`src/rtl/link_handshake_responder.sv`:
```
module link_handshake_responder #(
  parameter int CNT_W = 12
) (
  input  logic        clk,
  input  logic        rst_n,
  input  logic        in_valid,
  input  logic [7:0]  in_data,
  input  logic        in_last,
  output logic        in_ready,
  output logic        tx_valid,
  output logic [7:0]  tx_data,
  input  logic        tx_ready,
  output logic        fwd_pulse,
  output logic        err_pulse,
  output logic        addr_load,
  output logic [47:0] dev_addr
);
  localparam logic [CNT_W-1:0] CNT_MAX = '1;

  typedef enum logic [1:0] {RK_NONE, RK_NEG, RK_KA, RK_VEND} rk_t;

  function automatic logic [7:0] neg_pat(input logic [3:0] i);
    case (i)
      4'd0: neg_pat = 8'h06;
      4'd1: neg_pat = 8'h0A;
      4'd3: neg_pat = 8'hA0;
      4'd4: neg_pat = 8'h01;
      4'd7: neg_pat = 8'h4C;
      4'd9: neg_pat = 8'h96;
      default: neg_pat = 8'h00;
    endcase
  endfunction

  logic [CNT_W-1:0] cnt;
  logic [7:0]  typ;
  logic [15:0] opc;
  logic        neg_ok, ka_ok, tag_ok, done;
  logic [47:0] addr_sh;
  rk_t         kind, dec_kind;
  logic [3:0]  idx, last_idx;
  logic        dec_err, dec_fwd, dec_load;

  wire acc = in_valid && in_ready;
  wire vend = (opc[15:10] == 6'h3F);
  wire fw = vend && (opc[9:0] == 10'd0);

  assign in_ready = !done && (kind == RK_NONE);
  assign tx_valid = (kind != RK_NONE);

  always_ff @(posedge clk) begin
    if (!rst_n) begin
      cnt <= '0; typ <= '0; opc <= '0; addr_sh <= '0;
      neg_ok <= 1'b0; ka_ok <= 1'b0; tag_ok <= 1'b0; done <= 1'b0;
    end else begin
      done <= acc && in_last;
      if (done) cnt <= '0;
      if (acc) begin
        if (cnt != CNT_MAX) cnt <= cnt + 1'b1;
        if (cnt == '0) begin
          typ <= in_data;
          neg_ok <= (in_data == 8'h06);
          ka_ok <= 1'b1;
          tag_ok <= 1'b1;
        end else begin
          if (cnt < CNT_W'(12) && in_data != neg_pat(cnt[3:0])) neg_ok <= 1'b0;
          if (cnt == CNT_W'(2) && in_data != 8'h55) ka_ok <= 1'b0;
          if (cnt == CNT_W'(3) && in_data != 8'h00) ka_ok <= 1'b0;
          if (cnt == CNT_W'(16) && in_data != 8'h01) tag_ok <= 1'b0;
          if (cnt == CNT_W'(17) && in_data != 8'h00) tag_ok <= 1'b0;
          if (cnt == CNT_W'(1)) opc[7:0] <= in_data;
          if (cnt == CNT_W'(2)) opc[15:8] <= in_data;
          if (cnt == CNT_W'(29)) addr_sh[7:0]   <= in_data;
          if (cnt == CNT_W'(28)) addr_sh[15:8]  <= in_data;
          if (cnt == CNT_W'(26)) addr_sh[23:16] <= in_data;
          if (cnt == CNT_W'(22)) addr_sh[31:24] <= in_data;
          if (cnt == CNT_W'(25)) addr_sh[39:32] <= in_data;
          if (cnt == CNT_W'(24)) addr_sh[47:40] <= in_data;
        end
      end
    end
  end

  always_comb begin
    dec_kind = RK_NONE; dec_err = 1'b0; dec_fwd = 1'b0; dec_load = 1'b0;
    case (typ)
      8'h06: if (neg_ok && cnt == CNT_W'(12)) dec_kind = RK_NEG; else dec_err = 1'b1;
      8'h07: if (ka_ok && cnt == CNT_W'(4)) dec_kind = RK_KA; else dec_err = 1'b1;
      8'h01: begin
        if (cnt < CNT_W'(4)) dec_err = 1'b1;
        else if (fw) begin
          dec_kind = RK_VEND;
          dec_load = tag_ok && (cnt >= CNT_W'(30));
        end else if (vend) dec_err = 1'b1;
        else dec_fwd = 1'b1;
      end
      8'h02, 8'h03: dec_fwd = 1'b1;
      default: dec_err = 1'b1;
    endcase
  end

  always_comb begin
    case (kind)
      RK_NEG:  last_idx = 4'd11;
      RK_KA:   last_idx = 4'd3;
      default: last_idx = 4'd13;
    endcase
  end

  always_comb begin
    tx_data = 8'h00;
    case (kind)
      RK_NEG: begin
        if (idx == 4'd2) tx_data = 8'h20;
        else if (idx >= 4'd10) tx_data = 8'hFF;
        else tx_data = neg_pat(idx);
      end
      RK_KA: case (idx)
        4'd0: tx_data = 8'h07;
        4'd1: tx_data = 8'h02;
        4'd2: tx_data = 8'hCC;
        default: tx_data = 8'h00;
      endcase
      RK_VEND: case (idx)
        4'd0: tx_data = 8'h04;
        4'd1: tx_data = 8'hFF;
        4'd2: tx_data = 8'h0B;
        default: tx_data = 8'h00;
      endcase
      default: tx_data = 8'h00;
    endcase
  end

  always_ff @(posedge clk) begin
    if (!rst_n) begin
      kind <= RK_NONE; idx <= '0;
      err_pulse <= 1'b0; fwd_pulse <= 1'b0; addr_load <= 1'b0; dev_addr <= '0;
    end else begin
      err_pulse <= done && dec_err;
      fwd_pulse <= done && dec_fwd;
      addr_load <= done && dec_load;
      if (done && dec_load) dev_addr <= addr_sh;
      if (done) begin
        kind <= dec_kind;
        idx <= '0;
      end else if (tx_valid && tx_ready) begin
        if (idx == last_idx) kind <= RK_NONE;
        else idx <= idx + 1'b1;
      end
    end
  end

  p_tx_hold_r12: assert property (@(posedge clk) disable iff (!rst_n)
    tx_valid && !tx_ready |=> tx_valid && $stable(tx_data));
  p_no_input_during_reply_r12: assert property (@(posedge clk) disable iff (!rst_n)
    tx_valid |-> !in_ready);
  p_err_fwd_exclusive_r7: assert property (@(posedge clk) disable iff (!rst_n)
    !(err_pulse && fwd_pulse));
  p_err_no_reply_r3: assert property (@(posedge clk) disable iff (!rst_n)
    err_pulse |=> !tx_valid);
  p_load_with_event_r9: assert property (@(posedge clk) disable iff (!rst_n)
    addr_load |-> tx_valid && tx_data == 8'h04);
  p_addr_stable_r10: assert property (@(posedge clk) disable iff (!rst_n)
    !addr_load |=> $stable(dev_addr) || addr_load);
endmodule

```
`config.mk`:
```
export PLATFORM = sky130hd
export DESIGN_NAME = link_handshake_responder
export DESIGN_NICKNAME = d
export VERILOG_FILES = /design/src/rtl/link_handshake_responder.sv
export SDC_FILE = /design/constraint.sdc
export NUM_CORES = 1
export LEC_CHECK = 0
export ABC_AREA = 1
export ABC_CLOCK_PERIOD_IN_PS = 2300
export BUFFER_PORTS_ARGS = -buffer_cell sky130_fd_sc_hd__buf_4
export CAP_MARGIN = 40
export CORE_AREA = 2 2 115 144
export CTS_CLUSTER_SIZE = 40
export DETAILED_ROUTE_END_ITERATION = 6
export DIE_AREA = 0 0 117 146
export MAX_ROUTING_LAYER = met4
export PLACE_DENSITY = 0.7
export SLEW_MARGIN = 20
export SYNTH_ARGS = -nofsm -noshare
export SYNTH_HDL_FRONTEND = slang
export SYNTH_SLANG_ARGS = --single-unit
```
`constraint.sdc`:
```
create_clock -name clk -period 2.3 [get_ports clk]
set_input_delay 0.345 -clock clk [delete_from_list [all_inputs] [get_ports clk]]
set_output_delay 0.345 -clock clk [all_outputs]
set_load 0.01 [all_outputs]
```
== Yosys cells after proc, flatten, opt, wreduce, memory -nomap -nowiden ==
Cells that the tools add are included.
Operators by class
  bitwise gates (word level): 3
  reductions and logical operators: 45
  equality and inequality tests: 39
  $add $sub $neg: 2
  $lt $le $gt $ge: 4
  muxes and demuxes: 43
Operators with widths (number)
  equality test 12 x 5 -> 1 bit (second input constant): 8
  one-hot mux 8 bit (6 select lines): 2
  one-hot mux 8 bit (3 select lines): 3
  two-way mux 8 bit: 5
  two-way mux 12 bit: 3
  equality test 12 x 2 -> 1 bit (second input constant): 2
  equality test 8 x 3 -> 1 bit (second input constant): 3
  AND reduction 3 bit: 8
  two-way mux 1 bit: 20
  equality test 4 x 3 -> 1 bit (second input constant): 4
  equality test 8 x 2 -> 1 bit (second input constant): 2
  logical AND 1 bit: 16
  adder 12 x 1 -> 12 bit (second input constant): 1
  equality test 12 x 1 -> 1 bit (second input constant): 1
  equality test 12 x 3 -> 1 bit (second input constant): 1
  equality test 12 x 4 -> 1 bit (second input constant): 1
  equality test 4 x 2 -> 1 bit (second input constant): 3
  >= comparator 12 x 5 -> 1 bit (second input constant): 1
  logical NOT 12 bit: 1
  less-than comparator 12 x 3 -> 1 bit (second input constant): 1
  less-than comparator 12 x 4 -> 1 bit (second input constant): 1
  two-way mux 2 bit: 6
  inequality test 12 bit (second input constant): 1
  AND reduction 2 bit: 6
  other kinds (25): 36
Storage, ports and cells
  output and inout port bits: 61
  word-level logic and storage cells: 156
  input bits: 13
  flip-flop bits (word level): 145

== Logic depth before layout (Yosys ltp) ==
  depth after elaboration: 9
  depth in mapped cells: 14
  depth with buffers taken out: 13

== Worst setup path after synthesis ==
OpenSTA, ideal clock, no wires.
  kind: reg2reg
  start: register kind[0]
  end: register addr_sh[7]
  arrival time: 1.742 ns
  path slack: 0.438 ns
  setup time: 0.119 ns
  cell stages (with the launch flop): 14
  data required time: 2.181 ns
  path buffers: 2
  clock period less this slack: 1.862 ns
  cells stage by stage: dfxtp_1 -> inv_1 -> ha_1 -> buf_4 -> inv_2 -> nor2_4 -> nand2_2 -> inv_4 -> nand2_4 -> inv_2 -> nand4_2 -> buf_6 -> o21ai_0 -> a21oi_1
On the way
  cells in the longest elaborated chain, start to end: 4
Ends and longest elaborated chain
  from (decl): RTL line 39  | rk_t kind, dec_kind;
  from (signal assigned): RTL line 143  | kind <= dec_kind;
  logical NOT 2 bit: RTL line 47  | assign in_ready = !done && (kind == RK_NONE);
  logical AND 1 bit: RTL line 47
  net in_ready: RTL line 9  | output logic in_ready,
  logical AND 1 bit: RTL line 43  | wire acc = in_valid && in_ready;
  AND reduction 3 bit (no line)
  to (signal assigned): RTL line 72  | if (cnt == CNT_W'(29)) addr_sh[7:0] <= in_data;
  to (decl): RTL line 38  | logic [47:0] addr_sh;
The timed path passes the listed nets, and every way through them passes these cells.
A chain may end at the register's enable or synchronous reset.

== Worst setup path in the final report ==
  start: register idx[0]
  end: output tx_data[1]
On the way
  cells in the longest elaborated chain, start to end: 5
  elaborated cells between the ends (all ways): 14
  those cells by class: 1 x order compare; 6 x eq/ne; 6 x mux; 1 x reduce/logical
Ends and longest elaborated chain
  from (decl): RTL line 40  | logic [3:0] idx, last_idx;
  from (signal assigned): RTL line 147  | else idx <= idx + 1'b1;
  equality test 4 bit (tied with other cells): RTL line 23  | case (i)
  one-hot mux 8 bit (6 select lines): RTL line 23
  two-way mux 8 bit: RTL line 114  | else if (idx >= 4'd10) tx_data = 8'hFF;
  two-way mux 8 bit: RTL line 113  | if (idx == 4'd2) tx_data = 8'h20;
  one-hot mux 8 bit (3 select lines) (*): RTL line 111  | case (kind)
  to (decl): RTL line 11  | output logic [7:0] tx_data,
Mark *: on every way between the ends. The rest lies on a longest branch, timed or not.

==> summary.md <==
| Metric | Value |
|---|---|
| Effective utilization at floorplan | between 40 and 50% |
| Via count normalized by instance count | roughly 5.1 |
| Count of unresolved DRC violations after routing | 0 |
| Via count of the first global-routing pass | a little under 6000 |
| Worst Path Arrival | between 1.5 and 2 ns |
| Endpoint of the worst register-to-register path | addr_sh[4] |
| Post-synthesis sequential element count | approximately 150 |
| Source of the worst register-to-register timing path | kind[0] |
| Standard cell area after detailed placement | 0.00761 mm² |
| Flip-flop cell with the highest count after synthesis | dfxtp_1 |
| Outcome | finished clean |
| Area Growth Syn to Fin | 18.4% |
| Estimated wirelength of the detail-placed design | roughly 12000 µm |
| Part of the total power dissipated in sequential elements | between 40% and 50% |
| Final critical delay including setup and external delays | around 2.2 ns |
| Core Area | between 0.015 and 0.02 mm² |
| Ratio of final minimum period to clock period | between 90% and 100% |
| Total standard cell area after synthesis | just under 0.007 mm² |
| Reg2Reg Depth | 11 |
| Setup repair after global routing missed its margin | yes |
| Critical path capture point | tx_data[1] |
| Most frequent cells after synthesis | nor2_1 (162), dfxtp_1 (145), nand2_1 (139) |
| I/O pin total | 74 |
| Clock power share | a little under half |
| Fraction of registers with async set or reset after synthesis | 0% |
| Highest net fanout along the worst path | 5 |
| Number of hold violations in the final report | 0 |
| Violation count after the first detailed-route iteration | ~380 |
| Number of diodes added for antenna fixing | 0 |
| Total global-route track usage | a little over a fifth |
| Dominant cells by area after synthesis | dfxtp_1 (42%), nor2_1 (8.7%), nand2_1 (7.5%) |
| Total via count in the routed design | around 6200 |
| Skew final | ~0.0075 ns |
| Port Buffer Count | 73 |
| Average routed wire per standard cell | between 10 and 15 µm |
| Sw Ratio | between 20% and 30% |
| Proportion of layout cells with a drive suffix above 1 | between 10% and 20% |
| CTS tree | done |
| Number of hold-repair buffers added at the cts stage | 0 |
| Rel. slew slack | 66.5% |
| Reported net switching power | roughly 0.0014 W |
| FILL cells | 1534 |
| Worst VDD drop | ~430 µV |
| Path class of the lowest-slack min-delay path | input port to flop |
| Post-Synthesis Net Count | roughly 980 |
| Global Route met3 Usage | 4.29% |
| Yosys top cell by area | dfxtp_1 |
| Static leakage | ~3.3 nW |
| Global-route wire length before repair | 28400 µm |
| Ys Warns | 0 |
| Total internal power | around 0.0042 W |
| Detail Route Antenna Nets | 0 |
| Buffer count from post-CTS setup fixing | 0 |
| Critical path type | flop to output port |
| Total Die Area | ~0.017 mm² |
| Antenna violations before repair | 0 |
| Root Driver | clkbuf_16 |
| Number of optimization iterations in the first detailed-route pass | 5 |
| Clock buffer count from CTS | 17 |
| Synth top area share | around two fifths |
| Instance count of the mapped netlist | about 950 |
| Buffers from clock root to sink, at most | 2 |
| Met2 track demand over resource | between 30% and 40% |
| Total Power Consumption | 0.00554 W |
| Count of flip-flops with a built-in enable after synthesis | 0 |
| Max-cap viol count | 0 |
| Most frequent cell after synthesis | nor2_1 |
| Startpoint types | flop |
| Average cell area after synthesis | 7.29 µm² |
| Die Span Y | 146 µm |
| Clk pin slew, worst setup/hold paths | around 0.06 ns |
| Source of the critical timing path | idx[0] |
| Worst-case register-to-register setup slack | approximately 0.26 ns |
| Clk Latency, worst-skew pair | 0.43 ns |
| H-tree lvl count | 4 |
| Largest net degree at the start of global routing | 100 |
| Finished layout cell area | slightly above 0.008 mm² |
| Die width | roughly 120 µm |
| Global-route met1 utilization | around 26% |
| Final GP Congestion | 0.938 |
| Required time of the critical path | a little under 2 ns |
| Site row count | 51 |
| Worst Max-Slew Pin Slew | 0.501 ns |
| Total Nets Final | roughly 1000 |
| Count of pins over their slew limit | 0 |
| CTS Sinks | ~150 |
| Peak Freq | roughly 450 MHz |
| Power share of the combinational group | 7.3% |
| Post-synthesis sequential area ratio | approximately two fifths |
| Global route hottest layer | met2 |
| Crit end category | output port |
| Total global routing overflow | 0 |
| Wire length after detailed routing | about 17000 µm |
| PD cells | just under 700 mW/mm² |
| Count of unique library cells instantiated by Yosys | 47 |
| Count of final setup violators | 0 |
critical path: stages (launching register included):
cell and delay (ns):
dfxtp_2 0.33, inv_1 0.13, ha_2 0.28, nand2_1 0.11, nor2_1 0.14, inv_1 0.08
a41oi_1 0.21, buf_4 0.15
registers in the layout (all words and copies together), names as in the netlist, 2 cells and up:
register	count
idx	4
kind	2
typ	8
addr_sh	48
dev_addr	48
cnt	12
opc	16
worst min-delay path by stage:
stage	from	endpoint	slack, ns	depth (start not counted)
after CTS	in_last	done	0.13	3
final	in_last	done	0.14	3
after global routing	in_last	done	0.17	3
after global placement	addr_sh[28]	addr_sh[28]	0.44	2
after floorplan	addr_sh[36]	addr_sh[36]	0.43	2
after detailed placement	addr_sh[23]	addr_sh[23]	0.44	2
cell families after synthesis:
logic type	share of synthesized area, %
fa+ha+maj	2.34
buf+inv	11.1
simple gates	29.9
compound gates	14.4
flops	41.8
xor+xnor	0.378
power by group through the flow:
stage | registers, W | logic, W | clock network (W)
final | 0.00257 | 0.000404 | 0.00257
after global routing | 0.00257 | 0.000454 | 0.00272
after CTS | 0.00257 | 0.000400 | 0.00261
after detailed placement | 0.00262 | 0.000399 | 0
after global placement | 0.00262 | 0.000397 | 0
after floorplan | 0.00262 | 0.000288 | 0
repair_timing:
| item | CTS | global route |
|---|---|---|
| gates resized for setup | 9 | 12 |
| endpoints found under the setup margin | 7 | 6 |
| hold endpoints to repair | 0 | 0 |
| pin swaps | 0 | 1 |
cells in the final DEF, fill, tap and decap left out, types with 3 or more instances in the layout:
cell	n
nor2_1	159
dfxtp_1	141
nand2_1	138
inv_1	113
buf_4	87
a21oi_1	71
o21ai_0	60
nand4_1	59
nand3_1	34
clkbuf_16	17
a211oi_1	16
nor3_1	13
ha_1	12
inv_2	8
nand2_2	8
a211oi_2	7
o21ai_1	5
nor2_2	5
nor2_4	4
clkinvlp_4	4
nand2_4	3
nand3_2	3
clkinv_2	3
nor4_1	3
xor2_1	3
nor3b_1	3
dfxtp_2	3
final cells by class:
cell class	count	area, µm²	share of cell area, %
Inverter	124	472	5.73
Clock inverter	9	87.6	1.06
Tap cell	212	265	3.22
Multi-Input combinational cell	630	3320	40.4
Sequential cell	145	2910	35.4
Timing Repair Buffer	90	721	8.76
Clock buffer	19	453	5.50
layer usage:
metal,routed length (µm),part of all wire (%)
met5,0,0
met3,687,4.1
met1,7480,44
met2,8280,49
met4,412,2.4
per-stage QoR:
stage / setup slack [ns] / cells / util [%] / hold slack, ns / TNS, ns
after global placement: 0.308 / 1200 / 48.7 / 0.441 / 0
after global routing: -0.0246 / 1229 / 52.7 / 0.172 / -0.0784
after CTS: 0.0352 / 1228 / 52.2 / 0.134 / 0
after floorplan: 0.438 / 953 / - / 0.429 / 0
after detailed placement: 0.253 / 1200 / 48.7 / 0.444 / 0
final: 0.0919 / 1229 / 52.7 / 0.136 / 0
Note: power is estimated with default switching activity, not from simulation.
